<file path="src/rtl/mul_pkg.sv">
package mul_pkg;

  typedef enum logic [1:0] {
    ST_IDLE   = 2'd0,
    ST_STEP   = 2'd1,
    ST_FINISH = 2'd2
  } mulState_e;

  // strobes from control to datapath
  typedef struct packed {
    logic load;      // capture operands, clear upper half
    logic step;      // one add-and-shift
    logic lastStep;  // current step consumes the multiplier's top bit
    logic capture;   // copy accumulator to the result register
  } mulCtl_t;

endpackage

</file>
<file path="src/rtl/mul_addsub.sv">
module mul_addsub #(
  parameter int WIDTH       = 8,
  parameter bit SIGNED_MODE = 1'b0
) (
  input  logic [WIDTH-1:0] upper,
  input  logic [WIDTH-1:0] addend,
  input  logic             useAddend,
  input  logic             subtract,
  output logic [WIDTH:0]   sum
);

  logic extUpper;
  logic extAddend;

  generate
    if (SIGNED_MODE) begin : g_signedExt
      assign extUpper  = upper[WIDTH-1];
      assign extAddend = addend[WIDTH-1];
    end else begin : g_zeroExt
      assign extUpper  = 1'b0;
      assign extAddend = 1'b0;
    end
  endgenerate

  logic [WIDTH:0] upperX;
  logic [WIDTH:0] addX;

  always_comb begin
    upperX = {extUpper, upper};
    addX   = useAddend ? {extAddend, addend} : '0;
    if (subtract) sum = upperX - addX;
    else          sum = upperX + addX;
  end

endmodule

</file>
<file path="src/rtl/mul_datapath.sv">
module mul_datapath
  import mul_pkg::*;
#(
  parameter int WIDTH       = 8,
  parameter bit SIGNED_MODE = 1'b0
) (
  input  logic               clk,
  input  logic               rst_n,
  input  mulCtl_t            ctl,
  input  logic [WIDTH-1:0]   opA,
  input  logic [WIDTH-1:0]   opB,
  output logic [2*WIDTH-1:0] result
);

  localparam int PW = 2 * WIDTH;

  logic [PW-1:0]    acc;
  logic [WIDTH-1:0] mcand;
  logic [PW-1:0]    resultQ;
  logic [WIDTH:0]   stepSum;
  logic             doSub;

  // the final step subtracts only in signed mode
  assign doSub = SIGNED_MODE ? ctl.lastStep : 1'b0;

  mul_addsub #(
    .WIDTH      (WIDTH),
    .SIGNED_MODE(SIGNED_MODE)
  ) u_addsub (
    .upper    (acc[PW-1:WIDTH]),
    .addend   (mcand),
    .useAddend(acc[0]),
    .subtract (doSub),
    .sum      (stepSum)
  );

  always_ff @(posedge clk) begin
    if (!rst_n) begin
      acc     <= '0;
      mcand   <= '0;
      resultQ <= '0;
    end else begin
      if (ctl.load) begin
        acc   <= {{WIDTH{1'b0}}, opB};
        mcand <= opA;
      end else if (ctl.step) begin
        // sum's extra bit becomes the new top bit; multiplier bit 0 drops out
        acc <= {stepSum, acc[WIDTH-1:1]};
      end
      if (ctl.capture) resultQ <= acc;
    end
  end

  assign result = resultQ;

endmodule

</file>
<file path="src/rtl/mul_control.sv">
module mul_control
  import mul_pkg::*;
#(
  parameter int WIDTH = 8
) (
  input  logic    clk,
  input  logic    rst_n,
  input  logic    startValid,
  output mulCtl_t ctl,
  output logic    busy,
  output logic    doneValid
);

  localparam int CNT_W = (WIDTH > 1) ? $clog2(WIDTH) : 1;
  localparam logic [CNT_W-1:0] LAST_CNT = CNT_W'(WIDTH - 1);

  mulState_e        state;
  logic [CNT_W-1:0] stepCnt;
  logic             doneQ;

  always_comb begin
    ctl          = '0;
    ctl.load     = (state == ST_IDLE) && startValid;
    ctl.step     = (state == ST_STEP);
    ctl.lastStep = (state == ST_STEP) && (stepCnt == LAST_CNT);
    ctl.capture  = (state == ST_FINISH);
  end

  always_ff @(posedge clk) begin
    if (!rst_n) begin
      state   <= ST_IDLE;
      stepCnt <= '0;
      doneQ   <= 1'b0;
    end else begin
      doneQ <= (state == ST_FINISH);
      unique case (state)
        ST_IDLE: begin
          if (startValid) begin
            state   <= ST_STEP;
            stepCnt <= '0;
          end
        end
        ST_STEP: begin
          if (stepCnt == LAST_CNT) state <= ST_FINISH;
          else                     stepCnt <= stepCnt + 1'b1;
        end
        ST_FINISH: state <= ST_IDLE;
        default:   state <= ST_IDLE;
      endcase
    end
  end

  assign busy      = (state != ST_IDLE);
  assign doneValid = doneQ;

endmodule

</file>
<file path="src/rtl/mul_shift_add.sv">
module mul_shift_add
  import mul_pkg::*;
#(
  parameter int WIDTH       = 8,
  parameter bit SIGNED_MODE = 1'b0
) (
  input  logic               clk,
  input  logic               rst_n,
  input  logic               startValid,
  input  logic [WIDTH-1:0]   opA,
  input  logic [WIDTH-1:0]   opB,
  output logic               busy,
  output logic               doneValid,
  output logic [2*WIDTH-1:0] product
);

  mulCtl_t ctl;

  mul_control #(
    .WIDTH(WIDTH)
  ) u_control (
    .clk       (clk),
    .rst_n     (rst_n),
    .startValid(startValid),
    .ctl       (ctl),
    .busy      (busy),
    .doneValid (doneValid)
  );

  mul_datapath #(
    .WIDTH      (WIDTH),
    .SIGNED_MODE(SIGNED_MODE)
  ) u_datapath (
    .clk   (clk),
    .rst_n (rst_n),
    .ctl   (ctl),
    .opA   (opA),
    .opB   (opB),
    .result(product)
  );

endmodule

</file>
<file path="config.mk">
export PLATFORM = sky130hd
export DESIGN_NAME = mul_shift_add
export DESIGN_NICKNAME = d
export VERILOG_FILES = /design/src/rtl/mul_pkg.sv /design/src/rtl/mul_addsub.sv /design/src/rtl/mul_datapath.sv /design/src/rtl/mul_control.sv /design/src/rtl/mul_shift_add.sv
export SDC_FILE = /design/constraint.sdc
export NUM_CORES = 1
export LEC_CHECK = 0
export ABC_AREA = 0
export BUFFER_PORTS_ARGS = -buffer_cell sky130_fd_sc_hd__buf_2
export CORE_AREA = 2 2 78 88
export CTS_CLUSTER_DIAMETER = 30
export DETAILED_ROUTE_END_ITERATION = 8
export DIE_AREA = 0 0 80 90
export PLACE_DENSITY = 0.56
export RECOVER_POWER = 25
export SLEW_MARGIN = 10
export SYNTH_ARGS = -nofsm -noshare
export SYNTH_HDL_FRONTEND = slang
export SYNTH_SLANG_ARGS = --single-unit
</file>
<file path="constraint.sdc">
create_clock -name clk -period 1.9 [get_ports clk]
set_clock_uncertainty 0.05 [all_clocks]
set_input_delay 0.095 -clock clk [delete_from_list [all_inputs] [get_ports clk]]
set_output_delay 0.095 -clock clk [all_outputs]
set_load 0.01 [all_outputs]
</file>
== After elaboration in Yosys (flattened, before gate mapping) ==
Index checks and enable logic that the tools add are counted.

* Register bits: 46
* Memory bits (writable): 0
* Input port bits: 19
* Bits in latches: 0
* Memory bits (read-only): 0
* Memories: 0
* Output and inout bits: 18

* Shifts and indexed selects: 0
* $lt $le $gt $ge: 0
* Multiplexer cells: 9
* Add/subtract/negate cells: 2
* $mul: 0
* Bitwise operators: 1
* Reduce and logical (&&, ||, !) cells: 8
* Div/mod/pow operators: 0
* Equal/unequal tests: 6

{| class="wikitable"
|+ Operators with widths
! kind !! number
|-
| 8-bit two-way mux || 3
|-
| 8-bit by 8-bit adder with 9-bit output || 1
|-
| 3-bit two-way mux || 2
|-
| 3-bit one-hot mux with 2 select lines || 1
|-
| 2-bit nonzero test || 3
|-
| 2-bit two-way mux || 2
|-
| 2-bit != test, second input constant || 2
|-
| 2-bit one-hot mux with 2 select lines || 1
|-
| 3-bit by 1-bit adder with 3-bit output, second input constant || 1
|-
| 3-bit equality test, second input constant || 1
|-
| 3-bit AND reduction || 1
|-
| 2-bit by 1-bit equality test with 1-bit output, second input constant || 1
|-
| 2-bit equality test, second input constant || 1
|-
| 2-bit zero test || 1
|-
| 2-bit by 1-bit != test with 1-bit output, second input constant || 1
|-
| 2-bit AND reduction || 1
|-
| 2-bit OR reduction || 1
|-
| 1-bit logical AND || 1
|-
| 1-bit inverter || 1
|}

== Logic depth before layout (Yosys ltp) ==
Gate-level depths: netlist of the first run.

* Word-level depth: 4
* Mapped depth: 7

== Hierarchy ==
From an unflattened synthesis of the first run, not the netlist that was laid out.

* Cells, all modules: 264
* Area, all modules: 2503.7 um^2

{| class="wikitable"
|+ Modules (own cells, without submodules)
! module !! cells an instance !! instances !! area each (um^2)
|-
| mul_datapath || 140 || 1 || 1607.8
|-
| mul_addsub || 90 || 1 || 590.6
|-
| mul_control || 34 || 1 || 305.3
|}

== Worst setup path after synthesis of the first run ==
OpenSTA, ideal clock, no wires.

* Path kind: reg2reg
* Start: register u_datapath.acc[0]
* End: register u_datapath.acc[13]
* Period minus slack after synthesis: 2.083 ns
* Stages on the path, launching flop included: 8
* Library setup time: 0.062 ns
* Data arrival time: 1.971 ns
* Path buffers: 0
* Setup slack: -0.183 ns
* Path through: dfxtp_1 > and2_1 > ha_1 > fa_1 > a211oi_1 > o21bai_1 > a2111o_1 > nand3_1

* Word-level cells in the longest chain between the ends: 2

{| class="wikitable"
|+ Ends and longest elaborated chain
! what !! line !! RTL
|-
| from (decl) || mul_datapath.sv:17 || <nowiki>logic [PW-1:0] acc;</nowiki>
|-
| from (signal assigned) || mul_datapath.sv:44 || <nowiki>acc <= {{WIDTH{1'b0}}, opB};</nowiki>
|-
| from (signal assigned) || mul_datapath.sv:48 || <nowiki>acc <= {stepSum, acc[WIDTH-1:1]};</nowiki>
|-
| 8-bit two-way mux || mul_addsub.sv:30 || <nowiki>addX = useAddend ? {extAddend, addend} : '0;</nowiki>
|-
| 8-bit by 8-bit adder with 9-bit output || mul_addsub.sv:32 || <nowiki>else sum = upperX + addX;</nowiki>
|}

No other way between the ends.
A chain may end at the register's enable or synchronous reset.

== Worst setup path after layout of the first run ==
* Start: register u_datapath.acc[0]
* End: register u_datapath.acc[11]

Same word-level chain as after synthesis.

==> flow_metrics.env, run 1 <==
export IMPL_status="complete, but fails checks"
export IMPL_violations="setup timing"
export IMPL_final_common_cell="nand2_1"
export IMPL_grt_overflow=0
export IMPL_slew_violations=0
export IMPL_synthMuxAreaShare_pct=0
export IMPL_synth_area_leaders="dfxtp_1 43%, nand2_1 11%, a21boi_0 10%"
export IMPL_fp_dieH_um=90
export IMPL_drt_iter0_drc=89
export IMPL_final_net_count=334
export IMPL_io_pins=37
export IMPL_synth_top_family_by_area="simple AND/OR/NAND/NOR gates"
export IMPL_grt_first_pass_wirelength_mm=8.42
export IMPL_whs_path_depth=3
export IMPL_cp_max_fo=6
export IMPL_pwr_share_clk_pct=37.5
export IMPL_synth_xor_area_share_pct=0.405
export IMPL_yosysSeqAreaShare_pct=42.5
export IMPL_reg2reg_to="u_datapath.acc[11]"
export IMPL_ir_worst_vdd_mv=0.295
export IMPL_cts_tree="built"
export IMPL_final_cell_mix="64 x nand2_1, 45 x dfxtp_1, 29 x a21boi_0, 22 x buf_2, 19 x buf_4"
export IMPL_dp_hpwl_mm=3.61
export IMPL_r2r_start="u_datapath.acc[0]"
export IMPL_grt_pass1_vias=1745
export IMPL_hold_violations=0
export IMPL_synth_compound_area_share_pct=23.4
export IMPL_synth_top_cell_by_area="dfxtp_1"
export IMPL_layout_drive_gt1_share_pct=20.3
export IMPL_yosysTopAreaCellShare_pct=42.5
export IMPL_cts_max_level=2
export IMPL_final_core_util_pct=42.7
export IMPL_swShare_pct=23.7
export IMPL_p_switching_uw=460
export IMPL_tightest_slew_ns=0.449
export IMPL_worstSetupEndpointType="flop"
export IMPL_drtPass1Iterations=4
export IMPL_finalCritPeriodShare_pct=102
export IMPL_setup_viol=1
export IMPL_drtAntennaViolNets=0
export IMPL_ys_ff_latch=46
export IMPL_fin_crit_ns=1.95
export IMPL_min_to="u_datapath.mcand[0]"
export IMPL_synth_cells=249
export IMPL_dp_cells=369
export IMPL_finalPower_uw=1940
export IMPL_crit_path_start_kind="flop"
export IMPL_power_density_nw_per_um2=713
export IMPL_r2r_slack_ns=-0.05
export IMPL_crit_type="flop to flop"
export IMPL_netlist_area_sq_um=2160
export IMPL_start_util_pct=34.0
export IMPL_place_gp_congestion=0.785
export IMPL_io_buffers=36
export IMPL_clockBufferDepth=2
export IMPL_vias_per_cell=4.83
export IMPL_drc=0
export IMPL_hold_path_class="input pin to flop"
export IMPL_routed_wirelength_mm=4.97
export IMPL_grt_setup_unrepaired="yes"
export IMPL_grt_max_degree=34
export IMPL_fin_cells=387
export IMPL_maxCapViolCount=0
export IMPL_die_x_um=80
export IMPL_wire_per_inst_um=12.8
export IMPL_avgSynthCellArea_sq_um=8.69
export IMPL_num_vias=1869
export IMPL_clk_insertion_delay_late_ns=0.30
export IMPL_syn_num_nets=279
export IMPL_synthAdderAreaFrac_pct=6.71
export IMPL_synth_simple_gate_area_share_pct=23.6
export IMPL_dieArea_sq_um=7200
export IMPL_worstHoldStart="opA[0]"
export IMPL_clockRootBuffer="clkbuf_8"
export IMPL_worst_endpoint_arrival_ns=2.08
export IMPL_synth_warnings=0
export IMPL_fillCellCount=680
export IMPL_antenna_cells=0
export IMPL_clk_pin_slew_ns=0.08
export IMPL_seqPwrFrac_pct=52.4
export IMPL_combPwrFrac_pct=10.0
export IMPL_layout_setup_ws_ns=-0.0460
export IMPL_slew_headroom_pct=70.0
export IMPL_ys_types=39
export IMPL_cts_sinks=46
export IMPL_fmax_ghz=0.514
export IMPL_intPower_uw=1480
export IMPL_rows=31
export IMPL_worst_r2r_path_depth=8
export IMPL_core_area_sq_um=6360
export IMPL_syn_to_final_growth_pct=25.5
export IMPL_p_leak_uw=0.00107
export IMPL_grt_use_total_pct=14.8
export IMPL_cts_buffers=5
export IMPL_antenna_found_initial=0
export IMPL_critPathRequiredTime_ns=2.03
==> cell families after synthesis <==
kind of cell | Yosys count
AOI/OAI and AO/OA | 70
DFF | 46
and+or+nand+nor | 107
adders and majority gates | 11
xor gates and xnor gates | 1
buffers and inverters | 14
==> synth_stat cells <==
library cell	count
nand2_1	64
dfxtp_1	46
a21boi_0	29
and2_1	11
a22oi_1	10
ha_1	10
a21oi_1	9
clkbuf_1	7
nand3_1	7
buf_2	5
nor2b_1	5
a211oi_1	4
nor2_1	4
a21boi_1	3
o21ai_0	3
a2111o_1	2
a21o_1	2
and3_1	2
buf_6	2
nor3b_1	2
o211ai_1	2
o21ai_1	2
or2b_1	2
a211o_1	1
and2b_1	1
and4_1	1
fa_1	1
nand2b_1	1
nand4_1	1
nor2_2	1
nor3_1	1
nor3b_2	1
o2111ai_2	1
o21bai_1	1
o22ai_1	1
or2_2	1
or3b_4	1
or4_1	1
xnor2_1	1
==> metrics by stage <==
step                      cell area, sq um  hold WS, ns  TNS (ns)  setup slack, ns
final                                 2720       0.0183   -0.0460          -0.0460
after global placement                2500        0.299         0          0.00376
after floorplan                       2180        0.190         0           0.0369
after detailed placement              2500        0.308   -0.0437          -0.0437
after global routing                  2720       0.0356    -0.223           -0.104
after CTS                             2710      0.00829   -0.0143          -0.0143
==> state kept, by name, indices dropped and copies added (netlist names) <==
register and count:
u_datapath.acc 16, u_datapath.result 16, u_datapath.mcand 8, u_control.stepCnt 3
u_control.state 2, u_control.doneValid 1
==> metal layers <==
metal	vias to the layer above	GRT usage (%)	share of wire, %	wire (um)
li1	980	-	-	-
met4	0	5.93	1.8	87
met5	-	0	0	0
met3	4	3.01	3.0	149
met1	855	20.2	50	2480
met2	30	22.6	45	2250
==> power by group through the flow <==
stage	registers (uW)	logic, uW	clock network, uW
after floorplan	1030	120	0
after global placement	1040	182	0
after detailed placement	1040	184	0
after CTS	1020	196	760
after global routing	1020	221	798
final	1020	194	728
==> repair_timing <==
action                                  in CTS  in global routing
hold buffers                                 7                  0
hold endpoints to repair                     7                  0
resized for setup                            3                  4
gates cloned                                 0                  0
endpoints found under the setup margin       1                  5
setup buffers                                1                  2
pin swaps                                    1                  5
==> area by class of cell <==
class / instances / area, sq um / area share (%)
Clock buffer: 6 / 72.6 / 2.67
Multi-Input combinational cell: 189 / 1210 / 44.4
Timing Repair Buffer: 62 / 375 / 13.8
Clock inverter: 2 / 37.5 / 1.38
Sequential cell: 46 / 922 / 33.9
Tap cell: 82 / 103 / 3.78
==> worst max path at each step <==
stage	start	end	slack, ns
finish	u_datapath.acc[0]	u_datapath.acc[11]	-0.05
global route	u_datapath.acc[0]	u_datapath.acc[13]	-0.10
CTS	u_datapath.acc[0]	u_datapath.acc[13]	-0.01
detailed placement	u_datapath.acc[0]	u_datapath.acc[13]	-0.04
global placement	u_datapath.acc[0]	u_datapath.acc[13]	0.004
floorplan	u_datapath.acc[0]	u_datapath.acc[13]	0.04
==> worst max-delay path: stages, from the launching register on <==
cell	delay [ns]
dfxtp_2	0.34
and2_4	0.14
ha_4	0.16
fa_2	0.34
buf_4	0.14
a21o_1	0.17
a211o_1	0.29
o211ai_1	0.10
a21oi_1	0.10
(Power assumes the default switching activity.)
==> run 2: changes to the inputs <==
--- a/config.mk
+++ b/config.mk
@@ -12,7 +12,6 @@
 export DETAILED_ROUTE_END_ITERATION = 8
 export DIE_AREA = 0 0 80 90
 export PLACE_DENSITY = 0.56
-export RECOVER_POWER = 25
 export SLEW_MARGIN = 10
 export SYNTH_ARGS = -nofsm -noshare
 export SYNTH_HDL_FRONTEND = slang
==> run 2 against run 1 <==
Net effect: the flow still finishes with violations (setup timing); design area up 0.64%; highest routed layer unchanged; total power about the same; global-route usage unchanged; combinational power about the same; first-iteration DRC count up 2.2%; clock power about the same; die area unchanged; critical endpoint unchanged; via count down 0.11%; routed wire length down 0.38%; worst hold slack unchanged.
==> flow_metrics.env, run 2 (same netlist as run 1, synthesis figures left out) <==
export IMPL_drtAntennaViolNets=0
export IMPL_preCtsSetupSlack_ns=-0.0437
export IMPL_hold_path_class="input pin to flop"
export IMPL_vias_per_cell=4.82
export IMPL_maxCapViolCount=0
export IMPL_grt_setup_unrepaired="yes"
export IMPL_cts_sinks=46
export IMPL_finalCritPeriodShare_pct=102
export IMPL_antenna_cells=0
export IMPL_clk_insertion_delay_late_ns=0.30
export IMPL_layout_drive_gt1_share_pct=24.9
export IMPL_layout_setup_ws_ns=-0.0460
export IMPL_ir_worst_vdd_mv=0.295
export IMPL_drt_iter0_drc=91
export IMPL_hold_violations=0
export IMPL_crit_path_start_kind="flop"
export IMPL_status="complete, but fails checks"
export IMPL_routed_wirelength_mm=4.95
export IMPL_fin_cells=387
export IMPL_fillCellCount=675
export IMPL_grt_overflow=0
export IMPL_dieArea_sq_um=7200
export IMPL_drtPass1Iterations=4
export IMPL_final_cell_mix="64 x nand2_1, 45 x dfxtp_1, 36 x buf_2, 29 x a21boi_0, 19 x buf_4"
export IMPL_core_area_sq_um=6360
export IMPL_worstSetupEndpointType="flop"
export IMPL_clk_pin_slew_ns=0.08
export IMPL_grt_use_total_pct=14.8
export IMPL_syn_to_final_growth_pct=26.4
export IMPL_io_buffers=36
export IMPL_num_vias=1867
export IMPL_worst_endpoint_arrival_ns=2.08
export IMPL_dp_cells=369
export IMPL_p_leak_uw=0.00113
export IMPL_slew_violations=0
export IMPL_rows=31
export IMPL_place_gp_congestion=0.785
export IMPL_finalInstanceArea_sq_um=2740
export IMPL_final_net_count=334
export IMPL_drc=0
export IMPL_cp_max_fo=6
export IMPL_tightest_slew_ns=0.449
export IMPL_die_x_um=80
export IMPL_wire_per_inst_um=12.8
export IMPL_setup_viol=1
export IMPL_fin_crit_ns=1.95
export IMPL_grt_max_degree=34
export IMPL_dp_hpwl_mm=3.61
export IMPL_cts_buffers=5
export IMPL_slew_headroom_pct=70.0
export IMPL_cts_max_level=2
export IMPL_start_util_pct=34.0
export IMPL_grt_pass1_vias=1745
export IMPL_critPathRequiredTime_ns=2.03
export IMPL_grt_first_pass_wirelength_mm=8.42
export IMPL_final_common_cell="nand2_1"
export IMPL_fmax_ghz=0.514
export IMPL_clockRootBuffer="clkbuf_8"
export IMPL_crit_type="flop to flop"
export IMPL_power_density_nw_per_um2=709
export IMPL_violations="setup timing"
export IMPL_clockBufferDepth=2
export IMPL_antenna_found_initial=0
export IMPL_fp_dieH_um=90
export IMPL_placed_cell_area_sq_um=2500
export IMPL_cts_tree="built"
export IMPL_finalPower_uw=1940
export IMPL_io_pins=37
==> run 2: cell types whose count changed in the layout (fill, tap and decap cells not counted), sizes merged <==
cell	before	now
buf	41	55
clkbuf	20	6
==> run 2: report_power, final <==
group | internal (uW) | switching [uW] | total (uW)
combinational | 92.3 | 102 | 194
sequential | 993 | 23.3 | 1020
clock | 393 | 335 | 728
==> run 2: worst paths after layout <==
kind	to	depth (start not counted)	slack, ns	from
setup / recovery	u_datapath.acc[11]	8	-0.05	u_datapath.acc[0]
hold / removal	u_datapath.mcand[0]	3	0.02	opA[0]
setup reg to reg	u_datapath.acc[11]	8	-0.05	u_datapath.acc[0]
hold reg to reg	u_datapath.result[15]	2	0.41	u_datapath.result[15]
==> run 2: cell type report <==
class | instances | area (sq um) | area share [%]
clock buffers | 6 | 72.6 | 2.65
clock inverters | 2 | 37.5 | 1.37
multi-input cells | 189 | 1210 | 44.1
flip-flops and latches | 46 | 922 | 33.7
well taps | 82 | 103 | 3.75
repair buffers | 62 | 393 | 14.4
==> run 2: critical path, cell delays in order (launching register included) <==
cell,delay (ns)
dfxtp_2,0.34
and2_4,0.14
ha_4,0.16
fa_2,0.34
buf_4,0.14
a21o_1,0.17
a211o_1,0.29
o211ai_1,0.10
a21oi_1,0.10
==> run 2: per-stage QoR <==
stage / utilization [%] / hold slack, ns / setup TNS, ns
floorplan: - / 0.190 / 0
global placement: 39.4 / 0.299 / 0
detailed placement: 39.4 / 0.308 / -0.0437
CTS: 42.6 / 0.00829 / -0.0143
global route: 43.0 / 0.0356 / -0.223
finish: 43.0 / 0.0183 / -0.0460
==> run 2: layer usage <==
layer / routed length [um] / global-route usage (%) / up-vias
met2: 2250 / 22.6 / 30
met4: 87 / 5.93 / 0
met3: 135 / 3.01 / 4
met5: 0 / 0 / -
li1: - / - / 980
met1: 2480 / 20.2 / 853
==> run 2: timing repair <==
action | in CTS | in global routing
pin swaps | 1 | 5
gates resized for setup | 3 | 4
setup endpoints to repair | 1 | 5
endpoints found under the hold margin | 7 | 0
buffers inserted | 1 | 2
hold buffers | 7 | 0
